`src/rtl/pfl_pkg.sv`:
```
package pfl_pkg;
  typedef enum logic [1:0] {
    ST_RUN  = 2'd0,
    ST_WAIT = 2'd1,
    ST_LOCK = 2'd2
  } pfl_state_e;
endpackage

```
`src/rtl/pfl_sync.sv`:
```
module pfl_sync #(
  parameter int STAGES = 2,
  parameter bit RST_VAL = 1'b1
) (
  input  logic clk,
  input  logic rst,
  input  logic async_i,
  output logic sync_o
);
  logic [STAGES-1:0] chain_q;

  genvar g;
  generate
    for (g = 0; g < STAGES; g++) begin : g_stage
      if (g == 0) begin : g_first
        always_ff @(posedge clk) begin
          if (rst) chain_q[g] <= RST_VAL;
          else     chain_q[g] <= async_i;
        end
      end else begin : g_next
        always_ff @(posedge clk) begin
          if (rst) chain_q[g] <= RST_VAL;
          else     chain_q[g] <= chain_q[g-1];
        end
      end
    end
  endgenerate

  assign sync_o = chain_q[STAGES-1];
endmodule

```
`src/rtl/pfl_tick_cnt.sv`:
```
module pfl_tick_cnt #(
  parameter int CNT_W = 9
) (
  input  logic             clk,
  input  logic             rst,
  input  logic             clr,
  input  logic             tick,
  output logic [CNT_W-1:0] cnt_o
);
  localparam logic [CNT_W-1:0] CNT_MAX = {CNT_W{1'b1}};

  always_ff @(posedge clk) begin
    if (rst || clr)                     cnt_o <= '0;
    else if (tick && cnt_o != CNT_MAX)  cnt_o <= cnt_o + 1'b1;
  end
endmodule

```
`src/rtl/pfl_seq.sv`:
```
module pfl_seq
  import pfl_pkg::*;
#(
  parameter int CNT_W       = 9,
  parameter int NORM_TICKS  = 32,
  parameter int GRACE_TICKS = 480
) (
  input  logic             clk,
  input  logic             rst,
  input  logic             tick,
  input  logic             pf_det,
  input  logic             grace_en,
  input  logic             access,
  input  logic             stuck,
  input  logic [CNT_W-1:0] wait_cnt,
  output pfl_state_e       state_o,
  output logic             lock_o
);
  localparam logic [CNT_W-1:0] NORM_LIM  = CNT_W'(NORM_TICKS);
  localparam logic [CNT_W-1:0] GRACE_LIM = CNT_W'(GRACE_TICKS);

  pfl_state_e state_q, state_d;
  logic       grace_q;
  logic       due;

  always_comb begin
    if (grace_q) due = (wait_cnt >= GRACE_LIM) || !grace_en;
    else         due = (wait_cnt >= NORM_LIM);
  end

  always_comb begin
    state_d = state_q;
    unique case (state_q)
      ST_RUN:  if (pf_det) state_d = ST_WAIT;
      ST_WAIT: begin
        if (!pf_det)               state_d = ST_RUN;
        else if (stuck)            state_d = ST_LOCK;
        else if (due && !access)   state_d = ST_LOCK;
      end
      ST_LOCK: if (tick && !pf_det && !access) state_d = ST_RUN;
      default: state_d = ST_RUN;
    endcase
  end

  always_ff @(posedge clk) begin
    if (rst) begin
      state_q <= ST_RUN;
      grace_q <= 1'b0;
    end else begin
      state_q <= state_d;
      if (state_q == ST_RUN && pf_det) grace_q <= grace_en;
    end
  end

  assign state_o = state_q;
  assign lock_o  = (state_q == ST_LOCK);
endmodule

```
`src/rtl/pfl_bus_guard.sv`:
```
module pfl_bus_guard
  import pfl_pkg::*;
#(
  parameter int ADDR_W      = 5,
  parameter int SYNC_STAGES = 2,
  parameter int NORM_TICKS  = 32,
  parameter int GRACE_TICKS = 480,
  parameter int STUCK_TICKS = 30
) (
  input  logic              clk,
  input  logic              rst,
  input  logic              tick_ms,
  input  logic              pwr_fail_n,
  input  logic              grace_en,
  input  logic              sts_clr,
  input  logic              host_cs_n,
  input  logic              host_rd_n,
  input  logic              host_wr_n,
  input  logic [ADDR_W-1:0] host_addr,
  output logic              lockout,
  output logic              dbus_oe,
  output logic              core_sel,
  output logic              core_rd,
  output logic              core_wr,
  output logic [ADDR_W-1:0] core_addr,
  output logic              pf_status
);
  localparam int MAX_TICKS = (GRACE_TICKS > NORM_TICKS) ?
                             ((GRACE_TICKS > STUCK_TICKS) ? GRACE_TICKS : STUCK_TICKS) :
                             ((NORM_TICKS > STUCK_TICKS) ? NORM_TICKS : STUCK_TICKS);
  localparam int CNT_W = $clog2(MAX_TICKS + 2);
  localparam logic [CNT_W-1:0] STUCK_LIM = CNT_W'(STUCK_TICKS);

  logic             pf_ok;
  logic             pf_det;
  logic             access;
  logic             lock;
  logic             stuck;
  logic [CNT_W-1:0] wait_cnt;
  logic [CNT_W-1:0] stuck_cnt;
  pfl_state_e       state;

  pfl_sync #(.STAGES(SYNC_STAGES), .RST_VAL(1'b1)) u_sync (
    .clk(clk), .rst(rst), .async_i(pwr_fail_n), .sync_o(pf_ok)
  );

  assign pf_det = !pf_ok;
  assign access = !host_cs_n && (!host_rd_n || !host_wr_n);

  pfl_tick_cnt #(.CNT_W(CNT_W)) u_wait_cnt (
    .clk(clk), .rst(rst), .clr(state != ST_WAIT), .tick(tick_ms), .cnt_o(wait_cnt)
  );

  pfl_tick_cnt #(.CNT_W(CNT_W)) u_stuck_cnt (
    .clk(clk), .rst(rst), .clr(!(pf_det && access)), .tick(tick_ms), .cnt_o(stuck_cnt)
  );

  assign stuck = (stuck_cnt > STUCK_LIM);

  pfl_seq #(
    .CNT_W(CNT_W), .NORM_TICKS(NORM_TICKS), .GRACE_TICKS(GRACE_TICKS)
  ) u_seq (
    .clk(clk), .rst(rst), .tick(tick_ms), .pf_det(pf_det), .grace_en(grace_en),
    .access(access), .stuck(stuck), .wait_cnt(wait_cnt), .state_o(state), .lock_o(lock)
  );

  always_ff @(posedge clk) begin
    if (rst) begin
      lockout   <= 1'b0;
      dbus_oe   <= 1'b0;
      core_sel  <= 1'b0;
      core_rd   <= 1'b0;
      core_wr   <= 1'b0;
      core_addr <= '0;
      pf_status <= 1'b0;
    end else begin
      lockout   <= lock;
      dbus_oe   <= !lock && !host_cs_n && !host_rd_n;
      core_sel  <= !lock && !host_cs_n;
      core_rd   <= !lock && !host_cs_n && !host_rd_n;
      core_wr   <= !lock && !host_cs_n && !host_wr_n;
      core_addr <= lock ? '0 : host_addr;
      if (pf_det)       pf_status <= 1'b1;
      else if (sts_clr) pf_status <= 1'b0;
    end
  end
endmodule

```
`config.mk`:
```
export PLATFORM = sky130hd
export DESIGN_NAME = pfl_bus_guard
export DESIGN_NICKNAME = d
export VERILOG_FILES = /design/src/rtl/pfl_pkg.sv /design/src/rtl/pfl_sync.sv /design/src/rtl/pfl_tick_cnt.sv /design/src/rtl/pfl_seq.sv /design/src/rtl/pfl_bus_guard.sv
export SDC_FILE = /design/constraint.sdc
export NUM_CORES = 1
export LEC_CHECK = 0
export BUFFER_PORTS_ARGS = -buffer_cell sky130_fd_sc_hd__buf_2
export CORE_MARGIN = 3
export CORE_UTILIZATION = 30
export DETAILED_ROUTE_END_ITERATION = 6
export HOLD_SLACK_MARGIN = 0.05
export SYNTH_ARGS = -nofsm -noshare
export SYNTH_HDL_FRONTEND = slang
export SYNTH_SLANG_ARGS = --single-unit
```
`constraint.sdc`:
```
create_clock -name clk -period 5.37 [get_ports clk]
set_input_delay 1.074 -clock clk [delete_from_list [all_inputs] [get_ports clk]]
set_output_delay 1.074 -clock clk [all_outputs]
set_load 0.01 [all_outputs]
```
=== Word-level counts from Yosys, hierarchy flattened ===
Cells that the tools add are included.

* Output and inout port bits: 11
* Bits in registers: 33
* Input bits: 14
* Logic and storage cells: 61

* Eq/ne operators: 9
* Mux-type cells: 9
* Reduce and logical (&&, ||, !) cells: 26
* Add/subtract/negate cells: 2
* $lt $le $gt $ge: 3

{| class="wikitable"
|+ Operator list
! operator !! number
|-
| 9-bit by 1-bit adder with 9-bit output, second input constant || 2
|-
| 9-bit inequality test, second input constant || 2
|-
| 1-bit logical AND || 11
|-
| 2-bit two-way mux || 5
|-
| 9-bit by 6-bit greater-or-equal comparator with 1-bit output, second input constant || 1
|-
| 9-bit greater-or-equal comparator, second input constant || 1
|-
| 9-bit by 5-bit > comparator with 1-bit output, second input constant || 1
|-
| 1-bit logical NOT || 8
|-
| 2-bit one-hot mux with 3 select lines || 1
|-
| 1-bit logical OR || 4
|-
| 2-bit by 1-bit inequality test with 1-bit output, second input constant || 2
|-
| 2-bit inequality test, second input constant || 2
|-
| 4-bit by 3-bit inequality test with 1-bit output, second input constant || 1
|-
| 1-bit two-way mux || 3
|-
| 3-bit AND reduction || 1
|-
| 2-bit by 1-bit equality test with 1-bit output, second input constant || 1
|-
| 2-bit equality test, second input constant || 1
|-
| 2-bit logical NOT || 1
|-
| 2-bit OR reduction || 1
|}

=== Longest topological paths before layout ===
Gate-level depths: netlist of run 1.

* Word-level depth: 9
* Depth in mapped cells: 9
* Gate-level depth less buffers: 8

=== Modules after synthesis ===
Synthesis of run 1 repeated with hierarchy kept, for this count alone.

* Cells, all modules: 151
* Area total of the unflattened synthesis: 1,411.4 sq um

{| class="wikitable"
|+ By module, submodules not included
! module !! cells each !! seq. area each (sq um) !! area an instance (sq um) !! instances
|-
| pfl_tick_cnt || 47 || 180.2 || 430.4 || 2
|-
| pfl_bus_guard || 31 || 200.2 || 321.6 || 1
|-
| pfl_seq || 22 || 60.1 || 176.4 || 1
|-
| pfl_sync || 4 || 40.0 || 52.6 || 1
|}

=== Worst setup path after synthesis of run 1 ===
No wires, ideal clock.

* Path type: in2reg
* Start: input tick_ms
* End: register u_wait_cnt.cnt_o[4]
* Setup time: 0.125 ns
* Required time: 5.245 ns
* Path buffers: 1
* Stages: 5
* Arrival time: 1.729 ns
* Path slack: 3.516 ns
* Cell sequence: nor2b_1 -> clkbuf_1 -> nand4_1 -> xor2_1 -> nor2_1

* Longest elaborated chain between the ends: 1

{| class="wikitable"
|+ RTL lines
! item !! line !! text
|-
| start, declared || pfl_bus_guard.sv:12 || <nowiki>input logic tick_ms,</nowiki>
|-
| 1-bit logical AND || pfl_tick_cnt.sv:14 || <nowiki>else if (tick && cnt_o != CNT_MAX) cnt_o <= cnt_o + 1'b1;</nowiki>
|-
| end signal, assigned || pfl_tick_cnt.sv:14 ||
|-
| end, declared || pfl_tick_cnt.sv:8 || <nowiki>output logic [CNT_W-1:0] cnt_o</nowiki>
|}

Every way passes these cells.
A chain may end at the register's enable or synchronous reset.

=== Worst setup path in the final report of run 1 ===
* Start: register u_wait_cnt.cnt_o[0]
* End: register u_wait_cnt.cnt_o[4]

* Longest elaborated chain between the ends: 2
* Elaborated cells between the ends (all ways): 3
* Classes of those cells: add/sub (1); eq/ne (1); reduce/logical (1)

{| class="wikitable"
|+ RTL lines
! item
|-
| parallel branches: the longest is 2 deep, another holds 9-bit by 1-bit adder with 9-bit output
|}

Parallel ways; which one is timed is not known.

==> results of run 1 <==
worst register-to-register path, stage by stage (launching register included):
cell,delay (ns)
dfxtp_1,0.34
ha_1,0.25
and4_1,0.20
ha_1,0.19
nor2b_1,0.42
nand4_1,0.18
xor2_1,0.15
nor2_1,0.05
registers in the layout, indices dropped and copies added, names as in the netlist:
| signal | cells |
|---|---|
| core_wr | 1 |
| u_seq.state_o | 2 |
| u_seq.grace_q | 1 |
| u_stuck_cnt.cnt_o | 9 |
| u_sync.chain_q | 1 |
| core_addr | 5 |
| u_sync.sync_o | 1 |
| lockout | 1 |
| pf_status | 1 |
| core_sel | 1 |
| core_rd | 1 |
| u_wait_cnt.cnt_o | 9 |
final timing paths:
path	end	slack, ns	cells past startpoint
max	u_wait_cnt.cnt_o[4]$_SDFFE_PP0P_	3.47	7
max reg2reg	u_wait_cnt.cnt_o[4]$_SDFFE_PP0P_	3.47	7
min	u_sync.sync_o$_SDFF_PP1_	0.41	1
min reg2reg	u_sync.sync_o$_SDFF_PP1_	0.41	1
cell families after synthesis:
logic type,after synthesis,share of synthesized area (%)
simple gates,70,26.90
flops,33,49.48
xor+xnor,14,9.185
compound gates,9,4.312
buf+inv,7,2.249
fa+ha+maj,6,5.623
mux,3,2.249
layout make-up:
class	instances	share of cell area [%]
Multi-Input combinational cell	102	40.17
Clock buffer	7	6.006
Tap cell	50	3.900
Clock inverter	1	0.3120
Timing Repair Buffer	24	7.488
Sequential cell	33	41.19
Inverter	4	0.9360
report_power, final:
group | leakage [nW] | internal, mW | total, mW | switching (mW)
logic | 0.371 | 0.0109 | 0.0230 | 0.0121
clock network | 0.0542 | 0.116 | 0.199 | 0.0832
registers | 0.269 | 0.250 | 0.251 | 0.00186
total | 0.694 | 0.376 | 0.473 | 0.0971
cell usage after synthesis:
| cell type | instances |
|---|---|
| and3_1 | 5 |
| and4_1 | 2 |
| inv_1 | 4 |
| a21oi_1 | 5 |
| o211a_1 | 1 |
| a31oi_1 | 1 |
| nor3_1 | 2 |
| clkbuf_1 | 2 |
| or2_2 | 2 |
| nand4_1 | 5 |
| xnor2_1 | 2 |
| xor2_1 | 12 |
| a211oi_1 | 1 |
| nand3b_1 | 2 |
| or4_1 | 1 |
| buf_4 | 1 |
| nor2_1 | 26 |
| nand2_1 | 10 |
| dfxtp_1 | 33 |
| o311ai_1 | 1 |
| nand3_1 | 3 |
| nor2b_1 | 2 |
| nor3b_1 | 1 |
| and2_0 | 1 |
| mux2i_1 | 3 |
| ha_1 | 6 |
| or3_1 | 1 |
| nand2b_1 | 2 |
| nor4_1 | 1 |
| and4b_1 | 2 |
| and2_1 | 2 |
per-layer routing:
| metal | GRT usage [%] | share of wire (%) |
|---|---|---|
| met1 | 12.44 | 49 |
| met4 | 6.148 | 3.0 |
| met2 | 14.13 | 39 |
| met3 | 3.306 | 9.0 |
| met5 | 0 | 0 |
per-stage QoR:
| stage | cells | util (%) | setup WS, ns | hold slack [ns] | area (um2) |
|---|---|---|---|---|---|
| after floorplan | 142 | - | 3.516 | 0.3895 | 1335 |
| after global placement | 213 | 36.26 | 3.254 | 0.3983 | 1503 |
| after detailed placement | 213 | 36.26 | 3.201 | 0.3937 | 1503 |
| after CTS | 221 | 38.71 | 3.477 | 0.4092 | 1604 |
| after global routing | 221 | 38.71 | 3.260 | 0.4478 | 1604 |
| final | 221 | 38.71 | 3.473 | 0.4072 | 1604 |
==> flow_summary_export.csv, run 1 <==
group,metric,value,unit
cts,cts.clk_slew.worst_paths,0.06,ns
logic_synthesis,synth_top_cells_by_area,"dfxtp_1 (49%), xor2_1 (7.9%), nor2_1 (7.3%), ha_1 (5.6%), nand2_1 (2.8%)",
floorplan,coreArea,4144,um2
drt,drc_errors,0,
worst_setup_path,critPathTopFamily,"simple AND/OR/NAND/NOR gates",
placed_design,dpl.hpwl,1777,um
cells_and_area,n_antenna_cell,0,
drt,drt_iter0_drc,37,
drt,wl,2372,um
worst_setup_path,critPathLaunchType,"flop",
cts,cts_buffer_depth,2,
logic_synthesis,synth-seq-area-share,49.48,%
global_routing,grt_max_degree,11,
logic_synthesis,yosysTopAreaCell,"dfxtp_1",
floorplan,placementRows,23,
cts,cts_num_sinks,33,
drt,drt-vias-per-instance,4.606,
cts,post_cts_resized,0,
status,status,"finished clean",
cts,cts_buffers,5,
cts,clk_latency,0.28,ns
logic_synthesis,syn_avg_cell_area,9.402,um2
worst_setup_path,criticalPathCategory,"reg2reg",
logic_synthesis,syn_inst,142,
job,drv_cap,0,
drt,drtPass1Iterations,4,
timing,slew_headroom,66.48,%
worst_setup_path,path_buf_inv,0,
floorplan,pin_count,25,
cts,cts_hold_buf,0,
worst_setup_path,cpMaxStageDelayCell,"nor2b_1",
power,p_per_area,295.1,nW/um2
cells_and_area,final-seq-area,660.6,um2
cts,root_buffer,"clkbuf_8",
placed_design,io_buffers,24,
timing,final.min_clock_period,1.897,ns
power,irDropWorstVdd,81.58,uV
logic_synthesis,yosysTopAreaCellShare,49.48,%
worst_setup_path,worstPathCellList,"ha_1 > and4_1 > ha_1 > nor2b_1 > nand4_1 > xor2_1 > nor2_1",
power,power_leakage,0.6941,nW
worst_setup_path,critPathMaxFanout,7,
timing,tightest_slew,0.5018,ns
global_routing,grt_pass1_vias,948,
cts,post_cts_buffers,0,
worst_setup_path,crit_arrival,2.06,ns
worst_setup_path,crit_top_cell,"ha_1",
drt,antenna_left,0,
min_path,min-delay-start,"u_sync.chain_q[0]$_SDFF_PP1_",
worst_setup_path,max_stage_delay,0.42,ns
power,power,473.3,uW
floorplan,die_x,72.71,um
cts,cts_tree,"built",
global_routing,grt_pass1_wl,4015,um
cells_and_area,syn2layout_area_growth,20.15,%
timing,finalHoldViolCount,0,
cells_and_area,multi_input_area,644.4,um2
global_routing,antenna_found_initial,0,
timing,worst_clock_skew,0.003486,ns
timing,finalSetupViolations,0,
global_routing,grt_overflow_total,0,
cells_and_area,fillCellCount,422,
cells_and_area,layout_common_cells,"dfxtp_1 (33), nor2_1 (26), buf_2 (24), xor2_1 (12), nand2_1 (10)",
cells_and_area,drive_gt1_share,19.88,%
logic_synthesis,synth_nets,162,
cells_and_area,layout_commonest_cell,"dfxtp_1",
timing,finalSetupTns,0,ns
logic_synthesis,yosysWarnings,0,
timing,grt_setup_unrepaired,"false",
cells_and_area,finalNetCount,190,
logic_synthesis,synthDistinctLibCells,31,
logic_synthesis,ys_ff_latch,33,
min_path,min_path_type,"reg2reg",
global_routing,grt_use_total,9.791,%
timing,max_freq,527.2,MHz
placed_design,gp_congestion,0.7382,
logic_synthesis,syn_area,1335,um2
cts,htreeDepth,2,
worst_setup_path,crit_path_end_kind,"flop",
floorplan,die_area,5287,um2
drt,via_count,1018,
floorplan,initial_core_util,32.22,%
timing,final-max-slew-violation-count,0,
worst_setup_path,cp_data_required_time,5.53,ns
floorplan,die_h,72.71,um
timing,fin_crit_sh,35.32,%
worst_setup_path,r2r_start,"u_wait_cnt.cnt_o[0]$_SDFFE_PP0P_",
worst_setup_path,setup.worst_path.start,"u_wait_cnt.cnt_o[0]$_SDFFE_PP0P_",
drt,wire_per_inst,10.73,um
Power figures use the tool's default switching activity.
==> inputs of run 2 (changes only) <==
Clock period 5.37 ns to 1.8 ns, I/O delays scaled along.
==> flow_summary_export.csv, run 2 (synthesis results as in run 1) <==
group,metric,value,unit
power,p_per_area,803.8,nW/um2
floorplan,die_area,5287,um2
worst_setup_path,r2r-end,"u_wait_cnt.cnt_o[5]$_SDFFE_PP0P_",
timing,fin_crit_sh,91.35,%
worst_setup_path,crit_arrival,1.80,ns
placed_design,io_buffers,24,
worst_setup_path,reg2reg_depth,7,
timing,holdWs,0.2604,ns
worst_setup_path,crit_path_end_kind,"flop",
min_path,min-delay-start,"pwr_fail_n",
timing,max_freq,608.1,MHz
cells_and_area,syn2layout_area_growth,22.40,%
job,drv_cap,0,
cells_and_area,n_antenna_cell,0,
worst_setup_path,critPathLaunchType,"flop",
cts,clk_latency,0.28,ns
worst_setup_path,cp_data_required_time,1.96,ns
global_routing,grt_use_total,10.19,%
cts,cts_buffer_depth,2,
min_path,min_path_type,"in2reg",
placed_design,dpl.hpwl,1726,um
drt,antenna_left,0,
cts,cts_buffers,5,
drt,wl,2292,um
timing,slew_headroom,74.36,%
timing,grt_setup_unrepaired,"false",
worst_setup_path,r2r_start,"u_wait_cnt.cnt_o[0]$_SDFFE_PP0P_",
drt,wire_per_inst,10.19,um
power,irDropWorstVdd,311.0,uV
min_path,min_path_cells,2,
cts,htreeDepth,2,
drt,drt-vias-per-instance,4.582,
cells_and_area,finalNetCount,196,
cells_and_area,reg.largest.list,"u_stuck_cnt.cnt_o x9, u_wait_cnt.cnt_o x9, core_addr x5",
floorplan,coreArea,4144,um2
global_routing,grt_pass1_vias,988,
timing,final-max-slew-violation-count,0,
drt,via_count,1031,
global_routing,grt_overflow_total,0,
floorplan,die_h,72.71,um
power,power_leakage,0.7066,nW
floorplan,pin_count,25,
timing,finalHoldViolCount,0,
placed_design,gp_congestion,0.7335,
drt,drc_errors,0,
cells_and_area,drive_gt1_share,25.14,%
floorplan,initial_core_util,32.22,%
worst_setup_path,criticalPathCategory,"reg2reg",
global_routing,grt_max_degree,10,
power,power,1.314,mW
drt,drt_iter0_drc,31,
cells_and_area,layout_commonest_cell,"dfxtp_1",
drt,drtPass1Iterations,4,
cells_and_area,layout_common_cells,"dfxtp_1 (31), nor2_1 (26), buf_2 (24), xor2_1 (12), nand2_1 (10)",
cts,cts_tree,"built",
cts,cts_num_sinks,33,
worst_setup_path,critPathMaxFanout,4,
timing,finalSetupTns,0,ns
cts,cts.clk_slew.worst_paths,0.06,ns
cells_and_area,fillCellCount,416,
global_routing,grt_pass1_wl,4229,um
floorplan,placementRows,23,
timing,worst_clock_skew,0.002702,ns
timing,tightest_slew,0.3835,ns
cts,root_buffer,"clkbuf_8",
floorplan,die_x,72.71,um
status,status,"finished clean",
global_routing,antenna_found_initial,0,
timing,final.min_clock_period,1.644,ns
min_path,holdPathEnd,"u_sync.chain_q[0]$_SDFF_PP1_",
worst_setup_path,ff2ff_setup_slack,0.16,ns
cts,post_cts_buffers,0,
timing,finalSetupViolations,0,
-- run 2: stage by stage --
step                worst slack [ns]  cells  area [um2]  util (%)
floorplan                     0.1144    142        1335         -
global placement             0.06566    219        1548     37.35
detailed placement           0.06576    219        1548     37.35
CTS                          0.05433    225        1622     39.13
global route                 0.01618    225        1634     39.43
finish                        0.1557    225        1634     39.43
-- run 2: per-layer routing --
| metal | up-vias | part of all wire (%) | GRT usage, % | wire (um) |
|---|---|---|---|---|
| met1 | 444 | 51 | 12.79 | 1159 |
| met3 | 6 | 8.0 | 3.857 | 184 |
| li1 | 550 | - | - | - |
| met4 | 0 | 2.5 | 4.918 | 57 |
| met5 | - | 0 | 0 | 0 |
| met2 | 31 | 39 | 15.33 | 891 |
-- run 2: layout make-up --
class	count	area, um2	share of cell area, %
clock inverters	1	5.005	0.3063
multi-input cells	102	654.4	40.05
inverters	4	15.01	0.9188
well taps	50	62.56	3.828
clock buffers	5	68.82	4.211
repair buffers	30	165.2	10.11
flip-flops and latches	33	663.1	40.58
-- run 2: how the worst max path moves through the flow --
stage / start / end / slack [ns]
CTS: u_stuck_cnt.cnt_o[0]$_SDFFE_PP0P_ / u_stuck_cnt.cnt_o[4]$_SDFFE_PP0P_ / 0.05
detailed placement: u_stuck_cnt.cnt_o[3]$_SDFFE_PP0P_ / u_stuck_cnt.cnt_o[4]$_SDFFE_PP0P_ / 0.07
finish: u_wait_cnt.cnt_o[0]$_SDFFE_PP0P_ / u_wait_cnt.cnt_o[5]$_SDFFE_PP0P_ / 0.16
global route: u_wait_cnt.cnt_o[0]$_SDFFE_PP0P_ / u_wait_cnt.cnt_o[5]$_SDFFE_PP0P_ / 0.02
global placement: u_wait_cnt.cnt_o[0]$_SDFFE_PP0P_ / u_wait_cnt.cnt_o[5]$_SDFFE_PP0P_ / 0.07
floorplan: u_wait_cnt.cnt_o[0]$_SDFFE_PP0P_ / u_wait_cnt.cnt_o[4]$_SDFFE_PP0P_ / 0.11
-- run 2: critical path: stages (launching register included) --
cell and delay [ns]:
dfxtp_2 0.34, ha_2 0.20, and4_1 0.19, ha_2 0.17, and4b_1 0.30, nand4_1 0.11
xor2_1 0.16, nor2_1 0.05
-- run 2: report_power, final --
part           internal (mW)  leakage [nW]  total, mW  switching, mW
clock                  0.254        0.0399      0.493          0.239
sequential             0.745         0.270      0.750        0.00486
combinational         0.0345         0.397     0.0711         0.0366
-- run 2: repair_timing --
| item | in CTS | in global routing |
|---|---|---|
| resized for setup | 0 | 6 |
| hold buffers | 0 | 0 |
| hold endpoints to repair | 0 | 0 |
| endpoints found under the setup margin | 0 | 7 |
